--- config.mk ---
export PLATFORM = sky130hd
export DESIGN_NAME = pinmux_bank
export DESIGN_NICKNAME = d
export VERILOG_FILES = /design/src/rtl/pinmux_pkg.sv /design/src/rtl/pinmux_ctrl.sv /design/src/rtl/pinmux_dp.sv /design/src/rtl/pinmux_bank.sv
export SDC_FILE = /design/constraint.sdc
export NUM_CORES = 2
export LEC_CHECK = 0
export BUFFER_PORTS_ARGS = -buffer_cell sky130_fd_sc_hd__buf_2
export CORE_AREA = 3 3 661 663
export CTS_CLUSTER_DIAMETER = 120
export DETAILED_ROUTE_END_ITERATION = 12
export DIE_AREA = 0 0 664 666
export PLACE_DENSITY = 0.41
export SLEW_MARGIN = 40
export SYNTH_ARGS = -nofsm -noshare
export SYNTH_HDL_FRONTEND = slang
export SYNTH_SLANG_ARGS = --single-unit
export TNS_END_PERCENT = 30
--- constraint.sdc ---
create_clock -name clk -period 2.3 [get_ports clk]
set_input_delay 0.23 -clock clk [delete_from_list [all_inputs] [get_ports clk]]
set_output_delay 0.23 -clock clk [all_outputs]
set_load 0.03 [all_outputs]
--- src/rtl/pinmux_pkg.sv ---
package pinmux_pkg;

  localparam int NKIND = 10;
  localparam int PINS_PER_PORT = 32;

  // register kinds held per port
  localparam int K_DIR  = 0;
  localparam int K_OLO  = 1;
  localparam int K_OHI  = 2;
  localparam int K_ALO  = 3;
  localparam int K_AHI  = 4;
  localparam int K_BLO  = 5;
  localparam int K_BHI  = 6;
  localparam int K_GIUS = 7;
  localparam int K_GPR  = 8;
  localparam int K_PUEN = 9;

  typedef struct packed {
    logic             wr;
    logic             rd;
    logic             hit;
    logic [NKIND-1:0] kind;
  } strobe_t;

  // word index (byte offset / 4) to one-hot register kind
  function automatic logic [NKIND-1:0] decodeWord(input logic [5:0] word);
    logic [NKIND-1:0] k;
    k = '0;
    case (word)
      6'd0:  k[K_DIR]  = 1'b1;
      6'd1:  k[K_OLO]  = 1'b1;
      6'd2:  k[K_OHI]  = 1'b1;
      6'd3:  k[K_ALO]  = 1'b1;
      6'd4:  k[K_AHI]  = 1'b1;
      6'd5:  k[K_BLO]  = 1'b1;
      6'd6:  k[K_BHI]  = 1'b1;
      6'd8:  k[K_GIUS] = 1'b1;
      6'd14: k[K_GPR]  = 1'b1;
      6'd16: k[K_PUEN] = 1'b1;
      default: k = '0;
    endcase
    return k;
  endfunction

endpackage

--- src/rtl/pinmux_ctrl.sv ---
module pinmux_ctrl
  import pinmux_pkg::*;
#(
  parameter int NUM_PORTS = 5,
  parameter int PORT_W    = 3,
  localparam int ADDR_W   = PORT_W + 8
) (
  input  logic              wrEn,
  input  logic              rdEn,
  input  logic [ADDR_W-1:0] addr,
  output strobe_t           stb,
  output logic [PORT_W-1:0] portIdx
);

  logic portOk;

  always_comb begin
    portIdx  = addr[ADDR_W-1:8];
    portOk   = (32'(portIdx) < 32'(NUM_PORTS));
    stb.kind = portOk ? decodeWord(addr[7:2]) : '0;
    stb.hit  = |stb.kind;
    stb.wr   = wrEn & stb.hit;
    stb.rd   = rdEn;
  end

endmodule

--- src/rtl/pinmux_dp.sv ---
module pinmux_dp
  import pinmux_pkg::*;
#(
  parameter int NUM_PORTS = 5,
  parameter int PORT_W    = 3,
  localparam int NPINS    = NUM_PORTS * PINS_PER_PORT
) (
  input  logic               clk,
  input  logic               rstN,
  input  strobe_t            stb,
  input  logic [PORT_W-1:0]  portIdx,
  input  logic [31:0]        wdata,
  output logic [31:0]        rdata,
  output logic [NPINS-1:0]   pinDir,
  output logic [NPINS-1:0]   pinAltFn,
  output logic [NPINS-1:0]   pinGpio,
  output logic [NPINS-1:0]   pinPullUp,
  output logic [2*NPINS-1:0] pinOutSel,
  output logic [2*NPINS-1:0] pinInSelA,
  output logic [2*NPINS-1:0] pinInSelB
);

  logic [31:0] regs [NUM_PORTS][NKIND];
  logic [31:0] rdWord;

  always_ff @(posedge clk or negedge rstN) begin
    if (!rstN) begin
      for (int p = 0; p < NUM_PORTS; p++)
        for (int k = 0; k < NKIND; k++)
          regs[p][k] <= '0;
    end else if (stb.wr) begin
      for (int p = 0; p < NUM_PORTS; p++)
        for (int k = 0; k < NKIND; k++)
          if (portIdx == PORT_W'(p) && stb.kind[k])
            regs[p][k] <= wdata;
    end
  end

  always_comb begin
    rdWord = '0;
    for (int p = 0; p < NUM_PORTS; p++)
      for (int k = 0; k < NKIND; k++)
        if (portIdx == PORT_W'(p) && stb.kind[k])
          rdWord = rdWord | regs[p][k];
  end

  always_ff @(posedge clk or negedge rstN) begin
    if (!rstN)       rdata <= '0;
    else if (stb.rd) rdata <= rdWord;
  end

  for (genvar p = 0; p < NUM_PORTS; p++) begin : g_port
    for (genvar n = 0; n < PINS_PER_PORT; n++) begin : g_pin
      localparam int G = p * PINS_PER_PORT + n;
      assign pinDir[G]    = regs[p][K_DIR][n];
      assign pinGpio[G]   = regs[p][K_GIUS][n];
      assign pinAltFn[G]  = regs[p][K_GPR][n];
      assign pinPullUp[G] = regs[p][K_PUEN][n];
      if (n < 16) begin : g_lo
        assign pinOutSel[2*G +: 2] = regs[p][K_OLO][2*n +: 2];
        assign pinInSelA[2*G +: 2] = regs[p][K_ALO][2*n +: 2];
        assign pinInSelB[2*G +: 2] = regs[p][K_BLO][2*n +: 2];
      end else begin : g_hi
        assign pinOutSel[2*G +: 2] = regs[p][K_OHI][2*(n-16) +: 2];
        assign pinInSelA[2*G +: 2] = regs[p][K_AHI][2*(n-16) +: 2];
        assign pinInSelB[2*G +: 2] = regs[p][K_BHI][2*(n-16) +: 2];
      end
    end
  end

  // decoder never selects two registers at once
  p_kind_onehot_r6: assert property (@(posedge clk) disable iff (!rstN)
    $onehot0(stb.kind));

  // no write strobe reaches a port outside the bank
  p_wr_port_valid_r7: assert property (@(posedge clk) disable iff (!rstN)
    stb.wr |-> (32'(portIdx) < 32'(NUM_PORTS)));

  // direction write to port 0 shows on the pins next cycle
  p_dir_update_r3: assert property (@(posedge clk) disable iff (!rstN)
    (stb.wr && stb.kind[K_DIR] && portIdx == '0) |=> (pinDir[31:0] == $past(wdata)));

  // unmapped read gives zero
  p_unmapped_zero_r6: assert property (@(posedge clk) disable iff (!rstN)
    (stb.rd && !stb.hit) |=> (rdata == '0));

  // read data holds while idle
  p_rd_hold_r5: assert property (@(posedge clk) disable iff (!rstN)
    !stb.rd |=> $stable(rdata));

  // without a write the pin controls stay put
  p_hold_r9: assert property (@(posedge clk) disable iff (!rstN)
    !stb.wr |=> ($stable(pinDir) && $stable(pinOutSel) && $stable(pinInSelB)));

endmodule

--- src/rtl/pinmux_bank.sv ---
module pinmux_bank
  import pinmux_pkg::*;
#(
  parameter int NUM_PORTS = 5,
  parameter int PORT_W    = 3,
  localparam int ADDR_W   = PORT_W + 8,
  localparam int NPINS    = NUM_PORTS * PINS_PER_PORT
) (
  input  logic               clk,
  input  logic               rstN,
  input  logic               wrEn,
  input  logic               rdEn,
  input  logic [ADDR_W-1:0]  addr,
  input  logic [31:0]        wdata,
  output logic [31:0]        rdata,
  output logic [NPINS-1:0]   pinDir,
  output logic [NPINS-1:0]   pinAltFn,
  output logic [NPINS-1:0]   pinGpio,
  output logic [NPINS-1:0]   pinPullUp,
  output logic [2*NPINS-1:0] pinOutSel,
  output logic [2*NPINS-1:0] pinInSelA,
  output logic [2*NPINS-1:0] pinInSelB
);

  strobe_t           stb;
  logic [PORT_W-1:0] portIdx;

  pinmux_ctrl #(.NUM_PORTS(NUM_PORTS), .PORT_W(PORT_W)) u_ctrl (
    .wrEn(wrEn), .rdEn(rdEn), .addr(addr), .stb(stb), .portIdx(portIdx)
  );

  pinmux_dp #(.NUM_PORTS(NUM_PORTS), .PORT_W(PORT_W)) u_dp (
    .clk(clk), .rstN(rstN), .stb(stb), .portIdx(portIdx), .wdata(wdata),
    .rdata(rdata), .pinDir(pinDir), .pinAltFn(pinAltFn), .pinGpio(pinGpio),
    .pinPullUp(pinPullUp), .pinOutSel(pinOutSel), .pinInSelA(pinInSelA),
    .pinInSelB(pinInSelB)
  );

endmodule

==> flow_summary.json, run 1 <==
{
  "worst_endpoint": "u_dp.rdata[31]$_DFFE_PN0P_/D",
  "io_pins": 1679,
  "syn_nets": 5252,
  "cts_buffers": 207,
  "initial_core_util": 0.166,
  "synth_largest_area_cell": "dfrtp_1",
  "netlist_top_cells_area": "dfrtp_1 57%, mux2_2 25%, a22oi_1 4.4%",
  "ys_warn_count": 0,
  "port_buffers": 1676,
  "grt_start_max_net_pins": 101,
  "gp_congestion": 0.929,
  "synth.distinct_cells": 74,
  "rows": 241,
  "die_x_um": 664,
  "ys_async_sr_fraction": 1.00,
  "status": "aborted with a tool error",
  "clkSinkCount": 1632,
  "ctsLongestPathBuffers": 4,
  "netlist_area_mm2": 0.0714,
  "dpl_worst_slack_ns": -1.24,
  "ys_seq_area_frac": 0.572,
  "synthCells": 5205,
  "synth.top_cells.by_count": "1632 x dfrtp_1, 1597 x mux2_2, 418 x a22oi_1",
  "grt_overflow": 0,
  "die_y_um": 666,
  "ys_ff_latch": 1632,
  "cts_max_level": 4,
  "cts_root_buf": "clkbuf_16",
  "toolErrorMsg": "Error: net4468 2 pin not visited #guides = 144",
  "dp_cells": 13200,
  "stop_stage": "5_2_route",
  "synth.most_common_cell": "dfrtp_1",
  "grt_pass1_vias": 66600,
  "synth-edff-count": 0,
  "antenna_found_initial": 133,
  "syn_avg_cell_area_um2": 13.7,
  "track_usage": 0.318,
  "grt_pass1_wl_um": 890000,
  "place_hpwl_um": 584000,
  "worst-ep-kind": "sequential cell input",
  "synth_ff_type": "dfrtp_1",
  "synth_top_cell_area_share": 0.572
}
logic make-up after synthesis:
kind of cell / synth area share
AOI/OAI and AO/OA: 0.0979
xor gates and xnor gates: 0.000123
buffers and inverters: 0.0293
DFF: 0.572
muxes: 0.260
and+or+nand+nor: 0.0409
metal layers:
metal  track usage
met1         0.379
met2         0.499
met3         0.104
met4         0.188
met5             0
metrics by stage:
stage | cell area, um2 | TNS (ns)
floorplan | 72100 | -92.53
CTS | 106000 | -0.134
detailed placement | 99400 | -893.00
global route | 107000 | -0.0697
global placement | 99200 | -928.26
repair_timing:
action	in CTS	in global routing
endpoints found under the setup margin	13	13
pin swaps	3	4
endpoints found under the hold margin	2008	0
cloned	0	0
hold buffers	24	0
resized for setup	17	8
setup buffers	2	1
==> run 2: changes to the inputs <==
Settings changed: CORE_AREA 3 3 661 663 to 3 3 644 646, CTS_CLUSTER_DIAMETER 120 to unset, DIE_AREA 0 0 664 666 to 0 0 647 649, PLACE_DENSITY 0.41 to unset, PLACE_DENSITY_LB_ADDON set to 0.15.
==> run 2 against run 1 <==
The flow now finishes, with violations (setup timing). Synthesized cell count is the same. Global-route usage up 0.91 points. Synthesized area is the same.
==> flow_summary.json, run 2 <==
{
  "port_buffers": 1676,
  "final.period_utilization": 1.10,
  "postRouteAntennaNets": 0,
  "io_pins": 1679,
  "status": "finished with violations",
  "finalHoldViolCount": 0,
  "rows": 235,
  "syn_nets": 5252,
  "final_core_util": 0.259,
  "insertion_delay_ns": 1.00,
  "coreArea_mm2": 0.410,
  "synth_ff_type": "dfrtp_1",
  "hold_slack_ns": 0.0422,
  "fillers": 43000,
  "path_buf_inv": 0,
  "clkSinkCount": 1632,
  "violations": "setup timing",
  "synthCells": 5205,
  "mostFrequentLayoutCell": "buf_2",
  "max_stage_delay_ns": 0.67,
  "startpoint_type": "flip-flop",
  "ys_warn_count": 0,
  "cpLargestDelayFamily": "simple AND/OR/NAND/NOR gates",
  "final_cell_mix": "1669 x buf_2, 1632 x dfrtp_1, 1597 x mux2_2",
  "grt_start_max_net_pins": 120,
  "fin_nets": 7735,
  "worstPathArrival_ns": 3.37,
  "instances_no_fill": 13300,
  "drc": 0,
  "antenna_found_initial": 113,
  "netlist_top_cells_area": "dfrtp_1 57%, mux2_2 25%, a22oi_1 4.4%",
  "synth_top_cell_area_share": 0.572,
  "worst_slack_ns": -0.225,
  "initialDrtViolationCount": 7570,
  "grt_pass1_vias": 66100,
  "p_per_area_mw_per_mm2": 645,
  "cp_max_fo": 2,
  "synth.distinct_cells": 74,
  "cp_slowest_cell": "or4_4",
  "netlist_area_mm2": 0.0714,
  "vdd_drop_max_mv": 0.740,
  "synth.top_cells.by_count": "1632 x dfrtp_1, 1597 x mux2_2, 418 x a22oi_1",
  "cts_buffers": 210,
  "tightest_slew_ns": 0.912,
  "firstDrtPassIters": 8,
  "via_per_inst": 5.02,
  "cts_root_buf": "clkbuf_16",
  "drive_gt1_frac": 0.621,
  "ys_ff_latch": 1632,
  "die_area_mm2": 0.420,
  "criticalPathCategory": "reg -> reg",
  "period_needed_ns": 2.52,
  "p_leak_nw": 55.6,
  "rsz0062_at_grt": "yes",
  "finalMaxSlewViolations": 0,
  "max_freq_ghz": 0.396,
  "cts_tree": "done",
  "initial_core_util": 0.174,
  "synth-edff-count": 0,
  "routed_wirelength_um": 710000,
  "die_x_um": 647,
  "cts_max_level": 4,
  "setup_viol": 7,
  "gp_congestion": 0.908,
  "grt_overflow": 0,
  "synth.most_common_cell": "dfrtp_1",
  "regArea_mm2": 0.0408,
  "grt_pass1_wl_um": 869000,
  "crit_required_ns": 3.15,
  "cts.clk_slew.worst_paths_ns": 0.06,
  "syn_to_final_growth_pct": 48.8,
  "place_hpwl_um": 562000,
  "slew_headroom": 0.389,
  "endpoint_kind": "flip-flop",
  "wl_per_cell_um": 53.2,
  "maxCapViolations": 0,
  "via_count": 67000,
  "multi_input_comb_area_mm2": 0.0300,
  "die_y_um": 649,
  "syn_avg_cell_area_um2": 13.7,
  "ys_async_sr_fraction": 1.00,
  "dp_cells": 12900,
  "track_usage": 0.327,
  "ctsLongestPathBuffers": 4,
  "dpl_worst_slack_ns": -1.54,
  "ys_seq_area_frac": 0.572,
  "synth_largest_area_cell": "dfrtp_1",
  "hold_path.class": "in -> reg",
  "cp_cell_sequence": "a22o_4, a22oi_2, nand4_1, or4_4, o32a_1",
  "clock_skew_ns": 0.0758
}
## run 2: path summary, 6_finish.rpt
check,end,from,slack (ns),cells after the start
setup / recovery,u_dp.rdata[31]$_DFFE_PN0P_,u_dp.pinPullUp[63]$_DFFE_PN0P_,-0.22,5
hold / removal,u_dp.pinAltFn[117]$_DFFE_PN0P_,wdata[21],0.04,3
setup reg to reg,u_dp.rdata[31]$_DFFE_PN0P_,u_dp.pinPullUp[63]$_DFFE_PN0P_,-0.22,5
hold reg to reg,u_dp.rdata[30]$_DFFE_PN0P_,u_dp.rdata[30]$_DFFE_PN0P_,0.51,1
max in group asynchronous,u_dp.pinDir[59]$_DFFE_PN0P_,rstN,1.24,3
min in group asynchronous,u_dp.pinInSelA[10]$_DFFE_PN0P_,rstN,0.16,3
## run 2: layer usage
layer | wire length (um) | global-route usage | vias to the layer above
li1 | - | - | 25000
met1 | 278000 | 0.394 | 36900
met2 | 326000 | 0.524 | 4133
met3 | 58500 | 0.0880 | 1051
met4 | 48000 | 0.188 | 24
met5 | 165 | 0 | -
## run 2: worst reg2reg max path, cell delays in order (launching register included)
cell	delay [ns]
dfrtp_1	0.39
a22o_4	0.29
a22oi_2	0.34
nand4_1	0.44
or4_4	0.67
o32a_1	0.30
## run 2: cell type report
class                           count  area share
Sequential cell                  1632       0.384
Multi-Input combinational cell   3055       0.282
Timing Repair Buffer             2786       0.201
Tap cell                         5451      0.0642
Clock buffer                      318      0.0585
Clock inverter                     61     0.00847
Antenna cell                       34    0.000801
Inverter                            3    0.000118
## run 2: report_power, final
part           internal (W)  total, W  switching, W  leakage, nW
sequential           0.0289    0.0291      0.000232         22.7
clock                0.0202    0.0351        0.0149         3.49
combinational       0.00105   0.00436       0.00331         29.3
total                0.0502    0.0686        0.0184         55.6
## run 2: timing repair
action | 4_1_cts | 5_1_grt
setup buffers | 6 | 0
hold buffers | 21 | 0
hold endpoints to repair | 1968 | 0
setup endpoints to repair | 36 | 9
pin swaps | 9 | 2
gates resized for setup | 17 | 6
## run 2: logic make-up after synthesis
kind of cell              share of synthesized area
buffers and inverters                        0.0293
xor gates and xnor gates                   0.000123
muxes                                         0.260
AOI/OAI and AO/OA                            0.0979
and+or+nand+nor                              0.0409
DFF                                           0.572
## run 2: metrics by stage
| stage | setup TNS (ns) | power [W] | instance area [um2] |
|---|---|---|---|
| after floorplan | -92.53 | 0.0307 | 72100 |
| after global placement | -1049.54 | 0.0339 | 98600 |
| after detailed placement | -1019.37 | 0.0340 | 98700 |
| after CTS | -0.309 | 0.0691 | 106000 |
| after global routing | -0.243 | 0.0703 | 106000 |
| final | -0.498 | 0.0686 | 106000 |
No activity file was read; power rests on OpenSTA's default activity.
